<file path="src/rtl/trg_irq_pkg.sv">
package trg_irq_pkg;

    localparam int DATA_W = 16;
    localparam int ADDR_W = 2;

    typedef enum logic [ADDR_W-1:0] {
        RA_MASK   = 2'd0,
        RA_SOURCE = 2'd1,
        RA_CTRL   = 2'd2,
        RA_STATUS = 2'd3
    } reg_addr_e;

    // Control fields kept in flops; other control bits read as one.
    typedef struct packed {
        logic       loc_off;
        logic       trg_off;
        logic       all_off;
        logic [2:0] lvl_sel;
    } ctrl_t;

    typedef struct packed {
        logic loc;
        logic trg;
    } summary_t;

    localparam logic [DATA_W-1:0] CTRL_FILL = 16'hFC47;
    localparam ctrl_t CTRL_RESET = '{loc_off: 1'b1, trg_off: 1'b1, all_off: 1'b1, lvl_sel: 3'b111};

    function automatic logic [2:0] level_of(input logic [2:0] sel);
        return (sel == 3'b111) ? 3'd0 : (3'd7 - sel);
    endfunction

    function automatic logic [DATA_W-1:0] ctrl_word(input ctrl_t c);
        logic [DATA_W-1:0] w;
        w      = CTRL_FILL;
        w[9]   = c.loc_off;
        w[8]   = c.trg_off;
        w[7]   = c.all_off;
        w[5:3] = c.lvl_sel;
        return w;
    endfunction

    function automatic ctrl_t ctrl_from(input logic [DATA_W-1:0] w);
        ctrl_t c;
        c.loc_off = w[9];
        c.trg_off = w[8];
        c.all_off = w[7];
        c.lvl_sel = w[5:3];
        return c;
    endfunction

endpackage

</file>
<file path="src/rtl/trig_line_sync.sv">
module trig_line_sync #(
    parameter int STAGES = 2
) (
    input  logic clk,
    input  logic rst,
    input  logic din,
    output logic rise
);
    logic [STAGES-1:0] chain;
    logic              last;

    always_ff @(posedge clk) begin
        if (rst) begin
            chain <= '0;
            last  <= 1'b0;
        end else begin
            chain <= {chain[STAGES-2:0], din};
            last  <= chain[STAGES-1];
        end
    end

    assign rise = chain[STAGES-1] & ~last;
endmodule

</file>
<file path="src/rtl/trig_front.sv">
module trig_front #(
    parameter int LINES  = 10,
    parameter int STAGES = 2
) (
    input  logic             clk,
    input  logic             rst,
    input  logic [LINES-1:0] lines,
    output logic [LINES-1:0] rise
);
    for (genvar i = 0; i < LINES; i++) begin : g_line
        trig_line_sync #(.STAGES(STAGES)) sync_i (
            .clk (clk),
            .rst (rst),
            .din (lines[i]),
            .rise(rise[i])
        );
    end
endmodule

</file>
<file path="src/rtl/irq_sources.sv">
module irq_sources import trg_irq_pkg::*; #(
    parameter int LINES = 10
) (
    input  logic             clk,
    input  logic             rst,
    input  logic [LINES-1:0] rise,
    input  logic [LINES-1:0] mask,
    input  logic             clr_wr,
    input  logic [LINES-1:0] clr_vec,
    input  logic             loc_evt,
    input  logic             ack_clr,
    output logic [LINES-1:0] src_q,
    output summary_t         sum_q
);
    logic [LINES-1:0] captured;
    logic [LINES-1:0] wipe;
    logic             trg_hit;
    summary_t         sum_d;

    always_comb begin
        captured = rise & mask;
        wipe     = clr_wr ? clr_vec : '0;
        trg_hit  = |captured;
        sum_d    = ack_clr ? summary_t'('0) : sum_q;
        if (trg_hit) sum_d.trg = 1'b1;
        if (loc_evt) sum_d.loc = 1'b1;
    end

    always_ff @(posedge clk) begin
        if (rst) begin
            src_q <= '0;
            sum_q <= '0;
        end else begin
            src_q <= (src_q & ~wipe) | captured;
            sum_q <= sum_d;
        end
    end

    // a source bit only falls where a clear wrote a one
    assert_src_sticky_R3: assert property (@(posedge clk) disable iff (rst)
        ((($past(src_q) & ~src_q) & ~$past(wipe)) == '0));

    // a source bit only rises where the mask was one
    assert_mask_gate_R2: assert property (@(posedge clk) disable iff (rst)
        (((src_q & ~$past(src_q)) & ~$past(mask)) == '0));

    // acknowledged trigger summary is gone unless a new capture arrived
    assert_ack_clear_R5: assert property (@(posedge clk) disable iff (rst)
        (ack_clr && !trg_hit) |=> !sum_q.trg);

    // a location event always leaves the location summary set
    assert_loc_set_R4: assert property (@(posedge clk) disable iff (rst)
        loc_evt |=> sum_q.loc);
endmodule

</file>
<file path="src/rtl/irq_ctrl.sv">
module irq_ctrl import trg_irq_pkg::*; #(
    parameter int LINES = 10
) (
    input  logic             clk,
    input  logic             rst,
    input  logic             mask_wr,
    input  logic             ctrl_wr,
    input  logic [LINES-1:0] mask_wdata,
    input  ctrl_t            ctrl_wdata,
    input  summary_t         sum,
    output logic [LINES-1:0] mask_q,
    output ctrl_t            ctrl_q,
    output logic [2:0]       irq_lvl
);
    logic       want;
    logic [2:0] lvl_d;

    always_comb begin
        want  = !ctrl_q.all_off &&
                ((sum.trg && !ctrl_q.trg_off) || (sum.loc && !ctrl_q.loc_off));
        lvl_d = want ? level_of(ctrl_q.lvl_sel) : 3'd0;
    end

    always_ff @(posedge clk) begin
        if (rst) begin
            mask_q  <= '0;
            ctrl_q  <= CTRL_RESET;
            irq_lvl <= 3'd0;
        end else begin
            if (mask_wr) mask_q <= mask_wdata;
            if (ctrl_wr) ctrl_q <= ctrl_wdata;
            irq_lvl <= lvl_d;
        end
    end

    // global disable forbids a request on the next cycle
    assert_global_off_R7: assert property (@(posedge clk) disable iff (rst)
        ctrl_q.all_off |=> (irq_lvl == 3'd0));

    // selector 111 yields no request
    assert_no_level_R8: assert property (@(posedge clk) disable iff (rst)
        (ctrl_q.lvl_sel == 3'b111) |=> (irq_lvl == 3'd0));

    // request drops in the cycle after the summaries are clear
    assert_drop_R9: assert property (@(posedge clk) disable iff (rst)
        (sum == '0) |=> (irq_lvl == 3'd0));
endmodule

</file>
<file path="src/rtl/trig_locmon_irq.sv">
module trig_locmon_irq import trg_irq_pkg::*; #(
    parameter int TTL_N       = 8,
    parameter int ECL_N       = 2,
    parameter int SYNC_STAGES = 2
) (
    input  logic              clk,
    input  logic              rst,
    input  logic              reg_wr,
    input  logic              reg_rd,
    input  logic [ADDR_W-1:0] reg_addr,
    input  logic [DATA_W-1:0] reg_wdata,
    output logic [DATA_W-1:0] reg_rdata,
    input  logic [TTL_N-1:0]  ttl_trig,
    input  logic [ECL_N-1:0]  ecl_trig,
    input  logic              locmon_evt,
    input  logic [7:0]        log_addr,
    input  logic              iack,
    output logic [2:0]        irq_lvl
);
    localparam int LINES = TTL_N + ECL_N;
    localparam int PAD   = DATA_W - LINES;

    logic [LINES-1:0] rise;
    logic [LINES-1:0] src_q;
    logic [LINES-1:0] mask_q;
    summary_t         sum_q;
    ctrl_t            ctrl_q;
    reg_addr_e        addr;
    logic             mask_wr, clr_wr, ctrl_wr, ack_clr;
    logic             unused_wdata;

    assign addr    = reg_addr_e'(reg_addr);
    assign mask_wr = reg_wr && (addr == RA_MASK);
    assign clr_wr  = reg_wr && (addr == RA_SOURCE);
    assign ctrl_wr = reg_wr && (addr == RA_CTRL);
    assign ack_clr = iack || (reg_rd && (addr == RA_STATUS));
    assign unused_wdata = ^{reg_wdata[DATA_W-1:LINES], reg_wdata[6], reg_wdata[2:0]};

    trig_front #(.LINES(LINES), .STAGES(SYNC_STAGES)) front_i (
        .clk  (clk),
        .rst  (rst),
        .lines({ecl_trig, ttl_trig}),
        .rise (rise)
    );

    irq_sources #(.LINES(LINES)) src_i (
        .clk    (clk),
        .rst    (rst),
        .rise   (rise),
        .mask   (mask_q),
        .clr_wr (clr_wr),
        .clr_vec(reg_wdata[LINES-1:0]),
        .loc_evt(locmon_evt),
        .ack_clr(ack_clr),
        .src_q  (src_q),
        .sum_q  (sum_q)
    );

    irq_ctrl #(.LINES(LINES)) ctrl_i (
        .clk       (clk),
        .rst       (rst),
        .mask_wr   (mask_wr),
        .ctrl_wr   (ctrl_wr),
        .mask_wdata(reg_wdata[LINES-1:0]),
        .ctrl_wdata(ctrl_from(reg_wdata)),
        .sum       (sum_q),
        .mask_q    (mask_q),
        .ctrl_q    (ctrl_q),
        .irq_lvl   (irq_lvl)
    );

    always_comb begin
        reg_rdata = '0;
        if (iack) begin
            reg_rdata = {6'b0, sum_q.loc, sum_q.trg, log_addr};
        end else if (reg_rd) begin
            unique case (addr)
                RA_MASK:   reg_rdata = {{PAD{1'b0}}, mask_q};
                RA_SOURCE: reg_rdata = {{PAD{1'b0}}, src_q};
                RA_CTRL:   reg_rdata = ctrl_word(ctrl_q);
                RA_STATUS: reg_rdata = {6'b0, sum_q.loc, sum_q.trg, 8'hFF};
                default:   reg_rdata = '0;
            endcase
        end
    end

    // acknowledge word carries the logical address in its low byte
    assert_ack_word_R6: assert property (@(posedge clk) disable iff (rst)
        iack |-> (reg_rdata[7:0] == log_addr));
endmodule

</file>
<file path="config.mk">
export PLATFORM = sky130hd
export DESIGN_NAME = trig_locmon_irq
export DESIGN_NICKNAME = d
export VERILOG_FILES = /design/src/rtl/trg_irq_pkg.sv /design/src/rtl/trig_line_sync.sv /design/src/rtl/trig_front.sv /design/src/rtl/irq_sources.sv /design/src/rtl/irq_ctrl.sv /design/src/rtl/trig_locmon_irq.sv
export SDC_FILE = /design/constraint.sdc
export NUM_CORES = 1
export LEC_CHECK = 0
export BUFFER_PORTS_ARGS = -buffer_cell sky130_fd_sc_hd__buf_2
export CORE_ASPECT_RATIO = 1.25
export CORE_MARGIN = 2
export CORE_UTILIZATION = 23
export CTS_BUF_LIST = sky130_fd_sc_hd__clkbuf_4
export DETAILED_ROUTE_END_ITERATION = 10
export MAX_ROUTING_LAYER = met4
export SLEW_MARGIN = 20
export SYNTH_ARGS = -nofsm -noshare
export SYNTH_HDL_FRONTEND = slang
export SYNTH_SLANG_ARGS = --single-unit
</file>
<file path="constraint.sdc">
create_clock -name clk -period 3.9 [get_ports clk]
set_clock_uncertainty 0.05 [all_clocks]
set_input_delay 0.975 -clock clk [delete_from_list [all_inputs] [get_ports clk]]
set_output_delay 0.975 -clock clk [all_outputs]
set_load 0.05 [all_outputs]
</file>
==> results.toml, run 1 <==
[setup_path]
worstSetupPathType = "primary input to output port"
critPathMaxFanout = 19
cp.required_ns = 2.87
r2r_cells = 3
cp-end-kind = "output port"
cp_data_arrival_time_ns = 2.23
start_kind = "primary input"

[yosys]
synth.most_common_cell = "dfxtp_1"
synthArstFlopShare_pct = 0
synth.area.top_cells = "dfxtp_1 50%, nor2b_1 8.8%, mux2i_1 4.5%"
ys_seq_area_share_pct = 50.4
synth_fa_ha_area_share_pct = 0
ys.flop_type = "dfxtp_1"
syn_area_per_cell_um2 = 9.69
synth_top_family_by_area = "simple AND/OR/NAND/NOR gates"
synth_fp_nets = 292
yosysWarnings = 0
synth_common_cells = "61 x dfxtp_1, 34 x nor2b_1, 21 x nand2_1"
yosysTopAreaCellShare_pct = 50.4
synthMuxAreaShare_pct = 9.65
synth.ff_latch_count = 61
synth_compound_area_share_pct = 12.9
synth_cell_types = 30
netlist_instances = 250
synth_xor_area_share_pct = 0
synth_edf_count = 0
post_synth_and_or_nand_nor_area_fraction_pct = 20.6
netlist_area_um2 = 2420
yosys.area.top_type = "dfxtp_1"

[die]
die_h_um = 119
die-area_um2 = 11400
ioPinCount = 61
start_util_pct = 23.9
die_x_um = 95.8
num_rows = 41
core_area_um2 = 10200

[clocking]
cts_resized = 0
cts_tree = "built"
h-tree-depth = 3
clkLatencyLatePin_ns = 0.39
clockRootBuffer = "clkbuf_4"
clkTransAtPathRegs_ns = 0.10
numCtsBuffers = 9
clock_sinks = 61
clock_path_buffers = 2
cts_setup_buffers = 0
ctsHoldBuffers = 0

[global_routing]
met2_usage_pct = 15.2
antenna_found_initial = 0
grt_pass1_wl_um = 8460
gr-usage-met3_pct = 3.70
grt_pass1_vias = 1787
track_usage_pct = 10.0
busiest_layer = "met2"
grt_max_degree = 36
globalRouteMet1Util_pct = 11.3
gr-total-overflow = 0

[final_layout]
finalNetCount = 341
drive_above_1_share_pct = 28.0
n_fill_cell = 1105
synthToLayoutAreaGrowth_pct = 20.5

[placement]
place_congestion = 0.797
pre_cts_ws_ns = 0.622
hpwl_um = 3790
io_buffers = 54

[timing]
fmax_ghz = 0.307
finalSetupTns_ns = 0
max-slew-margin-rel_pct = 57.9
tightest_slew_ns = 0.631
setup_viol = 0
rsz0062_at_grt = "false"
min_period_ns = 3.26
slew_viol_final = 0
timing.final.ws_setup_ns = 0.642
final-hold-violation-count = 0
finalCritPeriodShare_pct = 83.5

[power_and_ir_drop]
leakage_nw = 1.24
vdd_drop_max_v = 0.000149
switchingPower_mw = 0.319
clkPwrFrac_pct = 38.5
p_seq_share_pct = 51.0
power_density_nw_per_um2 = 439
switching_share_pct = 24.9
combPwrFrac_pct = 10.5
p_int_mw = 0.962

[routing]
antenna_left = 0
drt_iter0_markers = 47
firstDrtPassIters = 4
wl_per_cell_um = 11.8
avgViaCountPerCell = 4.13
vias = 1793
drt-total-wl_um = 5120
drc = 0

[hold_path]
hold_depth = 1
min_path_type = "register to register"

[run]
maxCapViolCount = 0

[run_status]
status = "finished clean"
-- worst paths after layout --
kind / from / end / slack [ns]
max: reg_addr[0] / reg_rdata[7] / 0.64
max reg2reg: ctrl_i.mask_q[3] / src_i.sum_q[0] / 2.85
min reg2reg: front_i.g_line[7].sync_i.chain[0] / front_i.g_line[7].sync_i.chain[1] / 0.40
min: front_i.g_line[7].sync_i.chain[0] / front_i.g_line[7].sync_i.chain[1] / 0.40
-- sequential cells by signal, indices dropped and copies added, names as in the netlist --
register / cells
ctrl_i.ctrl_q: 6
ctrl_i.mask_q: 10
front_i.g_line.sync_i.last: 10
src_i.sum_q: 2
src_i.src_q: 10
ctrl_i.irq_lvl: 3
front_i.g_line.sync_i.chain: 20
-- per-stage QoR --
step | total power, mW | std cells | util (%) | cell area (um2) | hold slack [ns]
finish | 1.28 | 434 | 28.8 | 2920 | 0.395
global route | 1.35 | 433 | 28.7 | 2920 | 0.411
CTS | 1.30 | 433 | 28.7 | 2920 | 0.397
detailed placement | 0.805 | 417 | 27.2 | 2760 | 0.372
global placement | 0.802 | 417 | 27.2 | 2760 | 0.368
floorplan | 0.764 | 250 | - | 2420 | 0.364
-- metal layers --
layer / routed length, um / up-vias
li1: - / 947
met1: 2310 / 784
met2: 2290 / 47
met3: 362 / 15
met4: 150 / 0
met5: 0 / -
-- layout make-up --
cell class / instances / area [um2] / share of cell area [%]
timing repair buffer: 57 / 293 / 10.0
clock inverter: 5 / 75.1 / 2.57
inverter: 11 / 41.3 / 1.41
clock buffer: 11 / 82.6 / 2.83
antenna: 1 / 2.50 / 0.0857
tap: 129 / 161 / 5.52
multi-input combinational: 159 / 1040 / 35.8
sequential: 61 / 1220 / 41.8
-- layout by cell type, fill, tap and decap left out, types with 2 or more instances in the layout --
master	n
a21boi_0	2
bufinv_16	2
nor2b_1	34
buf_4	3
clkbuf_4	11
nand3b_1	11
mux2_2	7
o21ai_0	19
o211ai_1	8
mux2i_1	11
nand2_1	21
mux2_4	3
dfxtp_1	61
buf_2	54
inv_1	11
and4_1	2
clkinv_1	2
a21oi_1	11
o221ai_2	3
nor2_1	16
o2111ai_1	2
-- kinds of logic (layout without fill, tap and decap cells) --
| group | after synthesis | count (layout) |
|---|---|---|
| AND/OR/NAND/NOR | 90 | 90 |
| AO/OA/AOI/OAI | 48 | 48 |
| multiplexers | 21 | 21 |
| flip-flops | 61 | 61 |
| buffers and inverters | 30 | 84 |
| other | 0 | 1 |
-- power groups by stage --
| stage | combinational (mW) | clock, mW | sequential, mW |
|---|---|---|---|
| 4_1_cts | 0.137 | 0.509 | 0.654 |
| 6_report | 0.135 | 0.493 | 0.653 |
| 2_1_floorplan | 0.0993 | 0 | 0.665 |
| 3_3_place_gp | 0.135 | 0 | 0.667 |
| 5_1_grt | 0.149 | 0.541 | 0.657 |
| 3_5_place_dp | 0.137 | 0 | 0.668 |
-- worst max-delay path, stage by stage --
cell and delay (ns):
buf_2 0.36, mux2_2 0.39, o221ai_1 0.20, nand2_1 0.08
buf_2 0.21
Note: power is estimated with default switching activity, not from simulation.
==> run 2, diff against run 1 <==
==> constraint.sdc (replaced) <==
create_clock -name clk -period 2.95 [get_ports clk]
set_clock_uncertainty 0.05 [all_clocks]
set_input_delay 0.7375 -clock clk [delete_from_list [all_inputs] [get_ports clk]]
set_output_delay 0.7375 -clock clk [all_outputs]
set_load 0.05 [all_outputs]
==> run 2 against run 1 <==
Net effect:
- wire length is 3.0% higher
- cell count rose by 0.69%
- flip-flop and latch count stayed put
- global-route usage up 0.47 points
- critical path depth did not move
- clock power up 29%
- sequential share of layout area fell by 0.18 points
- register-to-register slack got worse by 0.94 ns
- combinational power rose by 35%
- worst setup slack worse by 0.47 ns
- sequential power is 32% higher
- largest power group unchanged
==> results.toml, run 2 (same netlist as run 1, synthesis figures left out) <==
[hold_path]
min_path_type = "register to register"

[setup_path]
critPathSlowestCell = "mux2_2"
r2r_cells = 3
cp-end-kind = "output port"
cp_data_arrival_time_ns = 1.99
rr_endpoint = "src_i.sum_q[0]"
start_kind = "primary input"
critPathMaxFanout = 19
crit_path_cell_trace = "buf_2 -> mux2_2 -> o221ai_1 -> nand2_1 -> buf_2"
critPathCapture = "reg_rdata[7]"
max_stage_delay_ns = 0.39
rrSetupSlack_ns = 1.91
startpoint = "reg_addr[0]"
worstSetupPathType = "primary input to output port"
cp.required_ns = 2.16
worst_r2r_startpoint = "ctrl_i.mask_q[3]"
cp_common_cell = "buf_2"

[clocking]
clkTransAtPathRegs_ns = 0.09
cts_setup_buffers = 0
cts_resized = 0
clock_path_buffers = 2
numCtsBuffers = 9
clockRootBuffer = "clkbuf_4"
ctsHoldBuffers = 0
clock_sinks = 61
h-tree-depth = 3
cts_tree = "built"
clkLatencyLatePin_ns = 0.40

[routing]
drt_iter0_markers = 53
drc = 0
wl_per_cell_um = 12.1
antenna_left = 0
drt-total-wl_um = 5280
avgViaCountPerCell = 4.22
vias = 1846
firstDrtPassIters = 4

[timing]
rsz0062_at_grt = "false"
final-hold-violation-count = 0
finalCritPeriodShare_pct = 94.2
tightest_slew_ns = 0.506
max-slew-margin-rel_pct = 66.3
slew_viol_final = 0
setup_viol = 0
min_period_ns = 2.78
fmax_ghz = 0.360
finalSetupTns_ns = 0

[power_and_ir_drop]
p_total_mw = 1.68
power_density_nw_per_um2 = 573
leakage_nw = 1.25
vdd_drop_max_v = 0.000193

[final_layout]
layout_common_cells = "61 x dfxtp_1, 54 x buf_2, 34 x nor2b_1, 21 x nand2_1, 16 x nor2_1"
top_register = "front_i.g_line.sync_i.chain"
drive_above_1_share_pct = 28.4
largest_register_ffs = 20
finalNetCount = 343
final_common_cell = "dfxtp_1"
n_fill_cell = 1083
finalNonFillerCells = 437
fin_util_pct = 28.9
synthToLayoutAreaGrowth_pct = 21.1

[die]
die-area_um2 = 11400
start_util_pct = 23.9
die_x_um = 95.8
core_area_um2 = 10200
die_h_um = 119
num_rows = 41
ioPinCount = 61

[run]
maxCapViolCount = 0

[global_routing]
gr-total-overflow = 0
grt_max_degree = 28
track_usage_pct = 10.5
grt_pass1_wl_um = 8750
antenna_found_initial = 1
grt_pass1_vias = 1815

[placement]
hpwl_um = 3940
place_congestion = 0.783
dp_cells = 419
io_buffers = 54

[run_status]
status = "finished clean"
run 2: cell count changes in the layout (fill, tap and decap cells not counted):
cell,previous run,this run
diode_2,1,2
clkinv_2,0,2
o21ai_0,19,15
clkinvlp_4,1,0
clkbuf_4,11,10
o21ai_1,0,4
buf_4,3,5
run 2: where the power goes:
| group | internal (mW) | total [mW] | leakage (nW) | switching, mW |
|---|---|---|---|---|
| Sequential | 0.850 | 0.864 | 0.499 | 0.0135 |
| Combinational | 0.0659 | 0.182 | 0.665 | 0.116 |
| Clock | 0.345 | 0.634 | 0.0852 | 0.289 |
run 2: per-stage QoR:
step	area, um2	worst slack, ns	hold WS (ns)
3_3_place_gp	2780	0.161	0.375
4_1_cts	2930	0.157	0.403
5_1_grt	2930	0.0479	0.409
2_1_floorplan	2420	0.223	0.364
3_5_place_dp	2780	0.155	0.378
6_report	2930	0.172	0.396
run 2: worst min path at each step:
stage / depth (start not counted) / endpoint / start
floorplan: 1 / front_i.g_line[0].sync_i.chain[1] / front_i.g_line[0].sync_i.chain[0]
detailed placement: 1 / front_i.g_line[3].sync_i.chain[1] / front_i.g_line[3].sync_i.chain[0]
CTS: 1 / front_i.g_line[3].sync_i.chain[1] / front_i.g_line[3].sync_i.chain[0]
global placement: 1 / front_i.g_line[3].sync_i.chain[1] / front_i.g_line[3].sync_i.chain[0]
finish: 1 / front_i.g_line[4].sync_i.chain[1] / front_i.g_line[4].sync_i.chain[0]
global route: 1 / front_i.g_line[9].sync_i.chain[1] / front_i.g_line[9].sync_i.chain[0]
run 2: per-layer routing:
layer  track usage (%)  share of wire [%]  vias up  routed length [um]
met5                 -                  0        -                   0
met1              12.4                 44      826                2310
met2              14.5                 45       53                2360
met4              6.16                3.7        0                 195
met3              4.59                7.8       17                 412
li1                  -                  -      950                   -
run 2: final cells by class:
class / instances / area, um2 / share of cell area (%)
antenna: 2 / 5.00 / 0.171
clock buffer: 10 / 75.1 / 2.56
clock inverter: 6 / 77.6 / 2.64
inverter: 11 / 41.3 / 1.41
multi-input combinational: 159 / 1040 / 35.6
sequential: 61 / 1220 / 41.6
tap: 129 / 161 / 5.50
timing repair buffer: 59 / 308 / 10.5
run 2: worst max-delay path, delay by kind of cell:
family                 cells  cell delay, ns
AOI/OAI and AO/OA          1            0.21
muxes                      1            0.39
and+or+nand+nor            1            0.07
buffers and inverters      2            0.57
